`src/rtl/lrb_pkg.sv`:
```
package lrb_pkg;

    typedef enum logic [2:0] {
        ST_IDLE,
        ST_LOOKUP,
        ST_RD_ISSUE,
        ST_RD_WAIT,
        ST_WR_ISSUE,
        ST_RESP
    } lrb_state_e;

endpackage

```
`src/rtl/lrb_addr_map.sv`:
```
module lrb_addr_map #(
    parameter int LANE_W    = 4,
    parameter int PAGE_W    = 4,
    parameter int REG_W     = 5,
    parameter int ADDR_W    = 11,
    parameter int NUM_LANES = 14,
    parameter int NUM_PAGES = 12,
    parameter logic [(1<<LANE_W)-1:0] FAST_LANES = 'h3300,
    parameter logic [(1<<LANE_W)-1:0] WIDE_PAGE_LANES = 'h1100
) (
    input  logic [LANE_W-1:0] lane,
    input  logic [PAGE_W-1:0] page,
    input  logic [REG_W-1:0]  reg_idx,
    output logic              in_range,
    output logic              hole,
    output logic [ADDR_W-1:0] word_addr
);
    localparam int BYTE_W = ADDR_W + 2;

    logic [BYTE_W-1:0] base_off;
    logic [BYTE_W-1:0] byte_off;
    logic              lane_odd;
    logic              lane_fast;

    always_comb begin
        lane_odd  = lane[0];
        lane_fast = FAST_LANES[lane];
        in_range  = (int'(lane) < NUM_LANES) && (int'(page) < NUM_PAGES);
        base_off  = (BYTE_W'({lane[LANE_W-1:1], 1'b0}) << 9)
                  + (BYTE_W'({reg_idx[REG_W-1:1], 1'b0}) << 1)
                  + (BYTE_W'(page) << 6);
        hole      = 1'b0;
        byte_off  = base_off;
        if (page < PAGE_W'(4)) begin
            byte_off = base_off + (BYTE_W'(lane_odd) << 8);
        end else if (page < PAGE_W'(8)) begin
            if (WIDE_PAGE_LANES[lane]) byte_off = base_off + BYTE_W'(256);
            else                        hole     = 1'b1;
        end else if (page < PAGE_W'(10)) begin
            if (!lane_fast) byte_off = base_off + BYTE_W'(256) + (BYTE_W'(lane_odd) << 7);
            else            hole     = 1'b1;
        end else begin
            if (lane_fast) byte_off = base_off + BYTE_W'(128) + (BYTE_W'(lane_odd) << 7);
            else           hole     = 1'b1;
        end
        word_addr = byte_off[BYTE_W-1:2];
    end

endmodule

```
`src/rtl/lrb_half_merge.sv`:
```
module lrb_half_merge #(
    parameter int HALF_W = 16
) (
    input  logic [2*HALF_W-1:0] word_in,
    input  logic                sel_hi,
    input  logic [HALF_W-1:0]   new_half,
    output logic [HALF_W-1:0]   picked,
    output logic [2*HALF_W-1:0] merged
);
    always_comb begin
        picked = sel_hi ? word_in[2*HALF_W-1:HALF_W] : word_in[HALF_W-1:0];
        merged = sel_hi ? {new_half, word_in[HALF_W-1:0]}
                        : {word_in[2*HALF_W-1:HALF_W], new_half};
    end

endmodule

```
`src/rtl/lane_reg_bridge.sv`:
```
module lane_reg_bridge
    import lrb_pkg::*;
#(
    parameter int LANE_W    = 4,
    parameter int PAGE_W    = 4,
    parameter int REG_W     = 5,
    parameter int DATA_W    = 16,
    parameter int ADDR_W    = 11,
    parameter int NUM_LANES = 14,
    parameter int NUM_PAGES = 12
) (
    input  logic                clk,
    input  logic                rst_n,
    input  logic                req_valid,
    output logic                req_ready,
    input  logic                req_write,
    input  logic [LANE_W-1:0]   req_lane,
    input  logic [PAGE_W-1:0]   req_page,
    input  logic [REG_W-1:0]    req_reg,
    input  logic [DATA_W-1:0]   req_wdata,
    output logic                done,
    output logic [DATA_W-1:0]   rsp_rdata,
    output logic                rsp_error,
    output logic                mem_en,
    output logic                mem_we,
    output logic [ADDR_W-1:0]   mem_addr,
    output logic [2*DATA_W-1:0] mem_wdata,
    input  logic [2*DATA_W-1:0] mem_rdata
);
    localparam int WORD_W = 2 * DATA_W;

    lrb_state_e state, state_nx;

    logic              wr_q;
    logic [LANE_W-1:0] lane_q;
    logic [PAGE_W-1:0] page_q;
    logic [REG_W-1:0]  reg_q;
    logic [DATA_W-1:0] wdata_q;
    logic [WORD_W-1:0] word_q;

    logic              map_in_range;
    logic              map_hole;
    logic [ADDR_W-1:0] map_addr;
    logic [WORD_W-1:0] merge_src;
    logic [DATA_W-1:0] half_pick;
    logic [WORD_W-1:0] half_merged;

    lrb_addr_map #(
        .LANE_W(LANE_W), .PAGE_W(PAGE_W), .REG_W(REG_W), .ADDR_W(ADDR_W),
        .NUM_LANES(NUM_LANES), .NUM_PAGES(NUM_PAGES)
    ) u_map (
        .lane(lane_q), .page(page_q), .reg_idx(reg_q),
        .in_range(map_in_range), .hole(map_hole), .word_addr(map_addr)
    );

    assign merge_src = (state == ST_RD_WAIT) ? mem_rdata : word_q;

    lrb_half_merge #(.HALF_W(DATA_W)) u_merge (
        .word_in(merge_src), .sel_hi(reg_q[0]), .new_half(wdata_q),
        .picked(half_pick), .merged(half_merged)
    );

    // next-state logic
    always_comb begin
        state_nx = state;
        unique case (state)
            ST_IDLE:     if (req_valid) state_nx = ST_LOOKUP;
            ST_LOOKUP:   state_nx = (!map_in_range || map_hole) ? ST_RESP : ST_RD_ISSUE;
            ST_RD_ISSUE: state_nx = ST_RD_WAIT;
            ST_RD_WAIT:  state_nx = wr_q ? ST_WR_ISSUE : ST_RESP;
            ST_WR_ISSUE: state_nx = ST_RESP;
            ST_RESP:     state_nx = ST_IDLE;
            default:     state_nx = ST_IDLE;
        endcase
    end

    // state register
    always_ff @(posedge clk) begin
        if (!rst_n) state <= ST_IDLE;
        else        state <= state_nx;
    end

    // request and response registers
    always_ff @(posedge clk) begin
        if (!rst_n) begin
            wr_q      <= 1'b0;
            lane_q    <= '0;
            page_q    <= '0;
            reg_q     <= '0;
            wdata_q   <= '0;
            word_q    <= '0;
            rsp_rdata <= '0;
            rsp_error <= 1'b0;
        end else begin
            unique case (state)
                ST_IDLE: begin
                    if (req_valid) begin
                        wr_q    <= req_write;
                        lane_q  <= req_lane;
                        page_q  <= req_page;
                        reg_q   <= req_reg;
                        wdata_q <= req_wdata;
                    end
                end
                ST_LOOKUP: begin
                    rsp_rdata <= '0;
                    rsp_error <= !map_in_range;
                end
                ST_RD_WAIT: begin
                    word_q <= mem_rdata;
                    if (!wr_q) rsp_rdata <= half_pick;
                end
                default: ;
            endcase
        end
    end

    // outputs
    always_comb begin
        req_ready = 1'b0;
        done      = 1'b0;
        mem_en    = 1'b0;
        mem_we    = 1'b0;
        mem_wdata = '0;
        unique case (state)
            ST_IDLE:     req_ready = 1'b1;
            ST_RD_ISSUE: mem_en    = 1'b1;
            ST_WR_ISSUE: begin
                mem_en    = 1'b1;
                mem_we    = 1'b1;
                mem_wdata = half_merged;
            end
            ST_RESP:     done      = 1'b1;
            default: ;
        endcase
    end

    assign mem_addr = map_addr;

    // acceptance drops ready in the next cycle
    a_r2_ready_drops: assert property (@(posedge clk) disable iff (!rst_n)
        (req_valid && req_ready) |=> !req_ready);

    // done lasts one cycle
    a_r2_done_pulse: assert property (@(posedge clk) disable iff (!rst_n)
        done |=> !done);

    // a write strobe follows a read strobe two cycles earlier
    a_r7_read_first: assert property (@(posedge clk) disable iff (!rst_n)
        (mem_en && mem_we) |-> $past(mem_en && !mem_we, 2));

    // the write goes to the word that was read
    a_r7_same_word: assert property (@(posedge clk) disable iff (!rst_n)
        (mem_en && mem_we) |-> (mem_addr == $past(mem_addr, 2)));

    // the neighbour half is the one returned by the bus
    a_r7_keep_neighbour: assert property (@(posedge clk) disable iff (!rst_n)
        (mem_en && mem_we) |-> (reg_q[0] ? (mem_wdata[DATA_W-1:0] == $past(mem_rdata[DATA_W-1:0]))
                                         : (mem_wdata[WORD_W-1:DATA_W] == $past(mem_rdata[WORD_W-1:DATA_W]))));

    // an error response carries zero data and had no bus cycle before it
    a_r9_error_quiet: assert property (@(posedge clk) disable iff (!rst_n)
        (done && rsp_error) |-> (rsp_rdata == '0 && !$past(mem_en) && !$past(mem_en, 2)));

endmodule

```
`config.mk`:
```
export PLATFORM = sky130hd
export DESIGN_NAME = lane_reg_bridge
export DESIGN_NICKNAME = d
export VERILOG_FILES = /design/src/rtl/lrb_pkg.sv /design/src/rtl/lrb_addr_map.sv /design/src/rtl/lrb_half_merge.sv /design/src/rtl/lane_reg_bridge.sv
export SDC_FILE = /design/constraint.sdc
export NUM_CORES = 1
export LEC_CHECK = 0
export BUFFER_PORTS_ARGS = -buffer_cell sky130_fd_sc_hd__buf_4
export CORE_MARGIN = 10
export CORE_UTILIZATION = 30
export DETAILED_ROUTE_END_ITERATION = 6
export GPL_TIMING_DRIVEN = 0
export PLACE_DENSITY_LB_ADDON = 0.3
export SLEW_MARGIN = 20
export SYNTH_ARGS = -nofsm -noshare
export SYNTH_HDL_FRONTEND = slang
export SYNTH_SLANG_ARGS = --single-unit
```
`constraint.sdc`:
```
create_clock -name clk -period 1.8 [get_ports clk]
set_input_delay 0 -clock clk [delete_from_list [all_inputs] [get_ports clk]]
set_output_delay 0 -clock clk [all_outputs]
set_load 0.005 [all_outputs]
```
[Yosys cells after proc, flatten, opt, wreduce, memory -nomap -nowiden]
Memories as Yosys holds them, arrays and structs flattened. A register that Yosys moved wholly into a read port is not among the register bits.
Index checks and enable logic that the tools add are counted.
Storage, ports and cells
  bits in registers: 82
  ROM bits: 32
  input bits: 65
  output and inout port bits: 64
  logic and storage cells: 71
  memories kept: 2
Memory list
  (no name shown): depth 16, bits a word 1, read ports 1, clocked after Yosys merged registers in 1, wr ports 0, RTL line lrb_addr_map.sv:37  | if (WIDE_PAGE_LANES[lane]) byte_off = base_off + BYTE_W'(256);
  (no name shown): depth 16, bits a word 1, read ports 1, clocked after Yosys merged registers in 1, wr ports 0, RTL line lrb_addr_map.sv:27  | lane_fast = FAST_LANES[lane];
Cells by class
  $add $sub $neg: 7
  magnitude comparators: 6
  eq/ne operators: 7
  multiplexer cells: 32
  reduce and logical (&&, ||, !) cells: 8
Operators with widths (number)
  $mux W32: 3
  $mux W13: 6
  $mux W16: 2
  $pmux W16 S2: 1
  $add A13 B8 Y13: 2
  $lt A4 B4 Y1 const B: 4
  $mux W4: 4
  $pmux W3 S5: 1
  $add A13 B10 Y13: 1
  $add A13 B6 Y13: 1
  $add A13 B8 Y13 const B: 1
  $add A13 B9 Y13: 1
  $add A13 B9 Y13 const B: 1
  $mux W1: 13
  $eq A3 B2 Y1 const B: 2
  $eq A3 B3 Y1 const B: 2
  $mux W3: 2
  $lt A4 B5 Y1 const B: 1
  $lt A4 B3 Y1 const B: 1
  $ne A2 B2 Y1 const B: 2
  $reduce_and A2 Y1: 2
  $eq A3 B1 Y1 const B: 1
  $logic_not A3 Y1: 1
  $reduce_bool A2 Y1: 1
  other kinds (4): 4

[Logic depth before layout (Yosys ltp)]
Gate-level depths: netlist of the first run.
  depth after elaboration: 9
  gate-level depth with buffers: 9
  gate-level depth less buffers: 9

[Modules after synthesis]
Synthesis of the first run repeated with hierarchy kept, for this count alone.
Second synthesis, totals
  cell total of the unflattened synthesis: 469
  area total of the unflattened synthesis: 4714.5 µm²
By module, submodules not included
  lane_reg_bridge: times used 1, cells each 336, area an instance 3432.0 µm², seq. area each 1641.6 µm²
  lrb_half_merge: times used 1, cells each 53, area an instance 659.4 µm², seq. area each 0.0 µm²
  lrb_addr_map: times used 1, cells each 80, area an instance 623.1 µm², seq. area each 0.0 µm²

[Least setup slack after synthesis of the first run]
OpenSTA, ideal clock, no wires.
  kind: flip-flop to flip-flop
  start: reg page_q[2]
  end: reg state[2]
  library setup time: 0.136 ns
  data arrival time: 1.768 ns
  required time: 1.664 ns
  slack: -0.103 ns
  cell stages (with the launch flop): 8
  buffers on the path: 1
  clock period less this slack: 1.903 ns
  path through: dfxtp_1 buf_2 inv_1 ha_1 a21o_4 xnor2_1 a2111oi_4 o22ai_1
Between the ends
  cells in the longest elaborated chain, start to end: 7
  elaborated cells between the ends (all ways): 12
  classes of those cells: order compare (4); mux (5); reduce/logical (3)
Ends and longest elaborated chain
  start, declared: RTL line lane_reg_bridge.sv:36  | logic [PAGE_W-1:0] page_q;
  start signal, assigned: RTL line lane_reg_bridge.sv:100  | page_q <= req_page;
  $lt A4 B4 Y1: RTL line lrb_addr_map.sv:39  | end else if (page < PAGE_W'(10)) begin
  $mux W1: RTL line lrb_addr_map.sv:39
  $mux W1: RTL line lrb_addr_map.sv:36  | end else if (page < PAGE_W'(8)) begin
  $mux W1: RTL line lrb_addr_map.sv:34  | if (page < PAGE_W'(4)) begin
  $logic_or A1 B1 Y1 (*): RTL line lane_reg_bridge.sv:68  | ST_LOOKUP: state_nx = (!map_in_range || map_hole) ? ST_RESP : ST_RD_ISSUE;
  $mux W3 (*): RTL line lane_reg_bridge.sv:68
  $pmux W3 S5 (*): RTL line lane_reg_bridge.sv:66  | unique case (state)
  end signal, assigned: RTL line lane_reg_bridge.sv:80  | else state <= state_nx;
  end, declared: RTL line lane_reg_bridge.sv:32  | lrb_state_e state, state_nx;
Mark *: on every way between the ends. The rest lies on a longest branch, timed or not.
A chain may end at the register's enable or synchronous reset.

[Final worst setup path of the first run]
  start: reg page_q[2]
  end: out mem_addr[9]
Between the ends
  cells in the longest elaborated chain, start to end: 7
  elaborated cells between the ends (all ways): 15
  classes of those cells: add/sub (6); order compare (3); mux (6)
Ends and longest elaborated chain
  $add A13 B10 Y13: RTL line lrb_addr_map.sv:31  | + (BYTE_W'(page) << 6);
  $add A13 B8 Y13 or $add A13 B9 Y13 (tied branches): RTL line lrb_addr_map.sv:43, lrb_addr_map.sv:37, lrb_addr_map.sv:40
  $add A13 B8 Y13, on equally long branches: RTL line lrb_addr_map.sv:43, lrb_addr_map.sv:40
  $mux W13, on equally long branches: RTL line lrb_addr_map.sv:43, lrb_addr_map.sv:40
  $mux W13: RTL line lrb_addr_map.sv:39
  $mux W13: RTL line lrb_addr_map.sv:36
  $mux W13 (*): RTL line lrb_addr_map.sv:34
  end, declared: RTL line lane_reg_bridge.sv:26  | output logic [ADDR_W-1:0] mem_addr,
Marks and branches as above.

==> flow_summary_export.csv, run 1 <==
group,metric,value,unit
synthesis,yosysTopAreaCellShare,38.0,%
pwr,irDropWorstVdd,499,µV
pwr,p_switching,2910,µW
finish,finalNetCount,837,
routing,drtAntennaViolNets,0,
synthesis,synth.area.top_cells,"dfxtp_1, nor2_1, mux2i_1, nand2_1, mux2_2",
setup_path,path_buf_inv,4,
grt,met2_usage,27.0,%
synthesis,synth.cell_area,4420,µm²
die,die_w,141,µm
timing,layout_setup_ws,-371,ps
hold_path,hp-class,"input port to register",
grt,grt_pass1_wl,26200,µm
clock_tree,insertion_delay,340,ps
timing,clock_skew,6.23,ps
grt,grt_most_used_layer,"met2",
setup_path,crit_end,"mem_addr[9]",
timing,hold_ws,96.9,ps
pwr,power_density,1090,nW/µm²
setup_path,crit_path_top_delay_cell,"dfxtp_4",
clock_tree,cts_tree,"yes",
clock_tree,cts.sinks,84,
finish,fillerInstances,1261,
finish,multi_input_area,3090,µm²
routing,dr.pass1.iters,5,
grt,grt_use_total,16.4,%
setup_path,ff2ff_setup_slack,-20,ps
setup_path,reg2reg_depth,7,
die,start_util,30.5,%
setup_path,crit_fanout,5,
setup_path,r2r-start,"page_q[2]",
setup_path,crit_required,1800,ps
setup_path,worst_r2r_endpoint,"state[2]",
clock_tree,cts_buffers,9,
grt,grt_pass1_vias,4913,
synthesis,synth-main-ff-cell,"dfxtp_1",
die,die_y,141,µm
setup_path,crit_arrival,2170,ps
timing,period_share,121,%
routing,vias,4746,
synthesis,yosysTopAreaCell,"dfxtp_1",
synthesis,syn_inst,534,
timing,rsz0062_at_grt,"yes",
synthesis,ys_seq_area_share,38.0,%
synthesis,synthDistinctLibCells,55,
clock_tree,htree_levels,3,
pwr,p_int,5390,µW
run,maxCapViolCount,0,
setup_path,worstSetupPathDepth,9,
pwr,clockPowerShare,25.1,%
routing,totalWireLength,17400,µm
timing,setup_violations,33,
setup_path,crit_type,"register to primary output",
clock_tree,clock_path_buffers,2,
pwr,power.share.sequential,29.2,%
setup_path,cpPeakStageDelay,350,ps
outcome,outcome,"complete, but fails checks",
grt,overflow,0,
pwr,pwr-share-comb,45.8,%
finish,drive_gt1_share,41.2,%
timing,fmax,461,MHz
placed_design,numPortBuffers,128,
grt,use_met3,4.24,%
die,die_area,20000,µm²
pwr,p_sw_share,35.1,%
finish,area_growth,72.6,%
setup_path,crit_family,"compound AO/OA/AOI/OAI gates",
clock_tree,cts.clk_slew.worst_paths,60,ps
routing,drt-vias-per-instance,4.99,
grt,grt_max_degree,14,
setup_path,startpoint_type,"register",
synthesis,synth_warnings,0,
placed_design,hpwlAfterDp,11800,µm
die,row_count,44,
placed_design,gp_congestion,0.833,
finish,utilization,52.7,%
setup_path,cp-startpoint,"page_q[2]",
timing,report.final.slew_viol_count,0,
grt,antenna_found_initial,1,
pwr,p_leak,0.00303,µW
setup_path,crit_top_cell,"buf_6",
setup_path,crit_chain,"buf_6 -> clkinvlp_4 -> ha_4 -> a21o_4 -> buf_6 -> a41o_1 -> o211ai_1 -> xnor2_1 -> buf_4",
die,num_io_pins,129,
timing,hold_violations,0,
synthesis,syn-num-nets,609,
timing,relSlewSlack,53.0,%
die,coreArea,14500,µm²
outcome,violations,"setup timing",
timing,fin_crit,2170,ps
synthesis,synth_edf_count,0,
synthesis,ys_seq_elements,84,
routing,avgRoutedWirePerCell,18.3,µm
grt,use_met1,19.6,%
hold_path,hold_path.startpoint,"req_valid",
setup_path,critPathCaptureType,"primary output",
routing,drt_iter0_markers,275,
clock_tree,cts_root_buf,"clkbuf_16",
timing,worst_pin_slew,705,ps
routing,drcViolationCount,0,
synthesis,syn_area_per_cell,8.28,µm²
synthesis,synthArstFlopShare,0,%
finish,seqCellArea,1700,µm²
-- state kept, by name, indices dropped and copies added, names as in the netlist, named ones only --
name	cells
wr_q	1
wdata_q	16
rsp_error	1
word_q	32
rsp_rdata	16
page_q	4
lane_q	4
reg_q	5
u_map.lane_fast	1
state	3
-- worst reg2reg max path, stage by stage (launching register included) --
cell	delay, ps
dfxtp_4	350
buf_6	100
clkinvlp_4	130
ha_4	190
a21o_4	220
xnor2_2	180
a2111oi_4	390
o22ai_1	130
-- routing by layer --
metal	routed length [µm]	vias up
li1	-	2307
met1	7190	2275
met3	1160	29
met4	417	0
met5	0	-
met2	8660	135
-- worst min-delay path by stage --
stage | endpoint | slack, ps | cells past startpoint
after global routing | lane_q[0] | 120 | 4
final | lane_q[0] | 100 | 4
after global placement | reg_q[2] | 250 | 3
after CTS | lane_q[0] | 80 | 4
after floorplan | state[1] | 140 | 1
after detailed placement | wdata_q[9] | 260 | 3
-- kinds of logic after synthesis --
| family | share of synthesized area [%] |
|---|---|
| simple gates | 20.8 |
| compound gates | 18.1 |
| flops | 38.0 |
| buf+inv | 6.87 |
| mux | 11.5 |
| fa+ha+maj | 2.83 |
| xor+xnor | 1.78 |
-- cells in the final DEF, fill, tap and decap left out, types with 17 or more instances in the layout --
cell type / synthesis / final
a22oi_1: 17 / 17
a21oi_1: 34 / 34
a211oi_2: 0 / 17
mux2i_4: 0 / 28
nand2_1: 88 / 86
buf_4: 5 / 155
dfxtp_1: 84 / 79
nor2_1: 90 / 88
dlygate4sd3_1: 0 / 63
-- timing repair --
action	4_1_cts	5_1_grt
endpoints found under the hold margin	66	0
gates resized for setup	88	88
hold buffers	63	0
pin swaps	17	28
gates cloned	1	3
endpoints found under the setup margin	42	51
buffers inserted	12	12
-- synthesized netlist by cell type, types with 2 or more instances --
master     n
nor2_1    90
xor2_1     4
nand3b_1   7
a21oi_1   34
buf_4      5
buf_2     12
buf_6      8
mux2_2    16
o22ai_1    3
nor3b_1    2
nand4_1    4
o211ai_1   2
nor2b_1    3
ha_1      10
xnor2_1    5
o21ai_0    7
nand2b_1   3
a22oi_1   17
a211oi_1  17
o21a_1    16
a31oi_1    2
nor3_1     3
dfxtp_1   84
clkbuf_1  21
mux2i_1   33
inv_1      9
nand2_1   88
and2_1     2
-- final cells by class --
class / count / share of cell area (%)
multi-input cells: 394 / 40.5
repair buffers: 219 / 24.5
flip-flops and latches: 84 / 22.3
plain buffers: 44 / 4.60
clock buffers: 13 / 3.54
well taps: 184 / 3.01
clock inverters: 3 / 0.885
inverters: 10 / 0.639
diodes: 1 / 0.0328
-- per-stage QoR --
step | total power [µW] | setup TNS, ps | cells | setup WS, ps | instance area, µm²
after floorplan | 4120 | 0 | 534 | 26.7 | 4430
after global placement | 5010 | -1740 | 846 | -303 | 5620
after detailed placement | 5060 | -1720 | 846 | -306 | 5620
after CTS | 7620 | -1390 | 936 | -370 | 6980
after global routing | 8760 | -5490 | 952 | -445 | 7640
final | 8300 | -2270 | 952 | -371 | 7640
-- power groups by stage --
stage	registers [µW]	logic [µW]	clock network, µW
after floorplan	2330	1800	0
after global placement	2370	2640	0
after detailed placement	2380	2690	0
after CTS	2370	3140	2110
after global routing	2450	4110	2200
final	2420	3800	2080
No activity file was read; power rests on OpenSTA's default activity.
==> inputs of run 2 (changes only) <==
==> constraint.sdc (replaced) <==
create_clock -name clk -period 2.8 [get_ports clk]
set_input_delay 0 -clock clk [delete_from_list [all_inputs] [get_ports clk]]
set_output_delay 0 -clock clk [all_outputs]
set_load 0.005 [all_outputs]
==> flow_summary_export.csv, run 2 (synthesis results as in run 1) <==
group,metric,value,unit
timing,worst_pin_slew,703,ps
setup_path,critPathCaptureType,"primary output",
timing,fin_crit,2610,ps
timing,hold_violations,0,
hold_path,hold_path.startpoint,"req_valid",
pwr,power.share.sequential,32.9,%
setup_path,crit_required,2800,ps
finish,final_area,6570,µm²
timing,rsz0062_at_grt,"no",
timing,relSlewSlack,53.2,%
finish,fin_cells,924,
die,die_y,141,µm
clock_tree,cts_root_buf,"clkbuf_16",
grt,grt_pass1_wl,24600,µm
die,die_w,141,µm
setup_path,crit_arrival,2610,ps
placed_design,numPortBuffers,128,
pwr,pwr-share-comb,39.0,%
grt,grt_use_total,15.3,%
grt,overflow,0,
finish,diodes,0,
setup_path,r2r-start,"page_q[2]",
die,row_count,44,
pwr,p_int,2980,µW
pwr,clockPowerShare,28.1,%
placed_design,dp_cells,846,
routing,totalWireLength,15800,µm
pwr,p_switching,1600,µW
clock_tree,htree_levels,3,
clock_tree,clock_path_buffers,2,
setup_path,reg2reg_depth,7,
finish,area_growth,48.5,%
die,coreArea,14500,µm²
timing,report.final.slew_viol_count,0,
grt,grt_pass1_vias,4762,
hold_path,holdPathStages,4,
pwr,p_sw_share,34.8,%
clock_tree,cts.clk_slew.worst_paths,60,ps
clock_tree,cts.sinks,84,
finish,finalNetCount,811,
placed_design,hpwlAfterDp,11700,µm
grt,grt_max_degree,14,
outcome,outcome,"finished, final reports clean",
routing,drcViolationCount,0,
finish,utilization,45.4,%
timing,period_share,93.3,%
pwr,irDropWorstVdd,337,µV
timing,setup_violations,0,
finish,mostFrequentLayoutCells,"buf_4, nor2_1, nand2_1",
routing,avgRoutedWirePerCell,17.1,µm
timing,fmax,383,MHz
clock_tree,cts_tree,"yes",
routing,vias,4578,
die,die_area,20000,µm²
hold_path,hp-class,"input port to register",
placed_design,placed_area,5610,µm²
clock_tree,cts_buffers,9,
setup_path,crit_fanout,10,
clock_tree,insertion_delay,340,ps
setup_path,worst_r2r_endpoint,"state[2]",
pwr,power_density,697,nW/µm²
routing,dr.pass1.iters,5,
hold_path,hold_path_end,"lane_q[0]",
routing,drt_iter0_markers,198,
die,num_io_pins,129,
timing,clock_skew,6.31,ps
finish,largest-register,"word_q",
run,maxCapViolCount,0,
grt,antenna_found_initial,0,
setup_path,startpoint_type,"register",
pwr,total_power,4580,µW
routing,drt-vias-per-instance,4.95,
finish,top_regs,"word_q (32), rsp_rdata (16), wdata_q (16)",
die,start_util,30.5,%
placed_design,gp_congestion,0.839,
pwr,p_leak,0.00290,µW
setup_path,crit_type,"register to primary output",
finish,largest_reg_flops,32,
setup_path,ff2ff_setup_slack,560,ps
finish,mostFrequentLayoutCell,"buf_4",
finish,drive_gt1_share,25.9,%
timing,final.setup.tns,0,ps
routing,drtAntennaViolNets,0,
run 2: power groups by stage:
stage	logic [µW]	clock network (µW)	registers (µW)
detailed placement	1710	0	1530
global route	1990	1350	1520
finish	1790	1290	1510
floorplan	1150	0	1500
CTS	1790	1310	1510
global placement	1690	0	1520
run 2: what timing repair did:
action                     CTS  global route
gates resized for setup      0             3
hold endpoints to repair    66             0
hold buffers                63             0
buffers inserted             0             0
setup endpoints to repair    0             2
run 2: worst max path at each step:
stage | start | endpoint | slack (ps) | cells past startpoint
2_1_floorplan | page_q[2] | state[2] | 900 | 7
3_3_place_gp | page_q[2] | mem_addr[6] | 460 | 9
3_5_place_dp | page_q[2] | mem_addr[6] | 490 | 9
4_1_cts | page_q[2] | mem_addr[6] | 100 | 9
5_1_grt | page_q[2] | mem_addr[9] | 50 | 9
6_report | page_q[2] | mem_addr[9] | 190 | 9
run 2: final cells by class:
| cell class | count | area [µm²] |
|---|---|---|
| clock inverters | 4 | 73.8 |
| clock buffers | 11 | 243 |
| well taps | 184 | 230 |
| repair buffers | 191 | 1590 |
| multi-input cells | 394 | 2440 |
| inverters | 10 | 37.5 |
| plain buffers | 46 | 269 |
| fillers | 1412 | 7910 |
| flip-flops and latches | 84 | 1680 |
run 2: worst max-delay path, stage by stage (launching register included):
cell       delay [ps]
dfxtp_1           420
clkbuf_4          240
inv_1              90
ha_1              300
a21o_4            260
buf_6             140
a2111oi_1         360
o211ai_1          160
xnor2_1           170
buf_4             130
run 2: metal layers:
| layer | up-vias | global-route usage (%) | share of wire, % |
|---|---|---|---|
| li1 | 2239 | - | - |
| met2 | 143 | 25.0 | 47 |
| met3 | 31 | 4.14 | 7.0 |
| met5 | - | 0 | 0 |
| met1 | 2165 | 18.4 | 44 |
| met4 | 0 | 6.72 | 2.4 |
run 2: stage by stage:
| step | hold WS (ps) | worst slack [ps] |
|---|---|---|
| after global placement | 247 | 462 |
| after floorplan | 135 | 897 |
| after global routing | 135 | 51.9 |
| final | 102 | 188 |
| after detailed placement | 259 | 494 |
| after CTS | 97.3 | 100 |
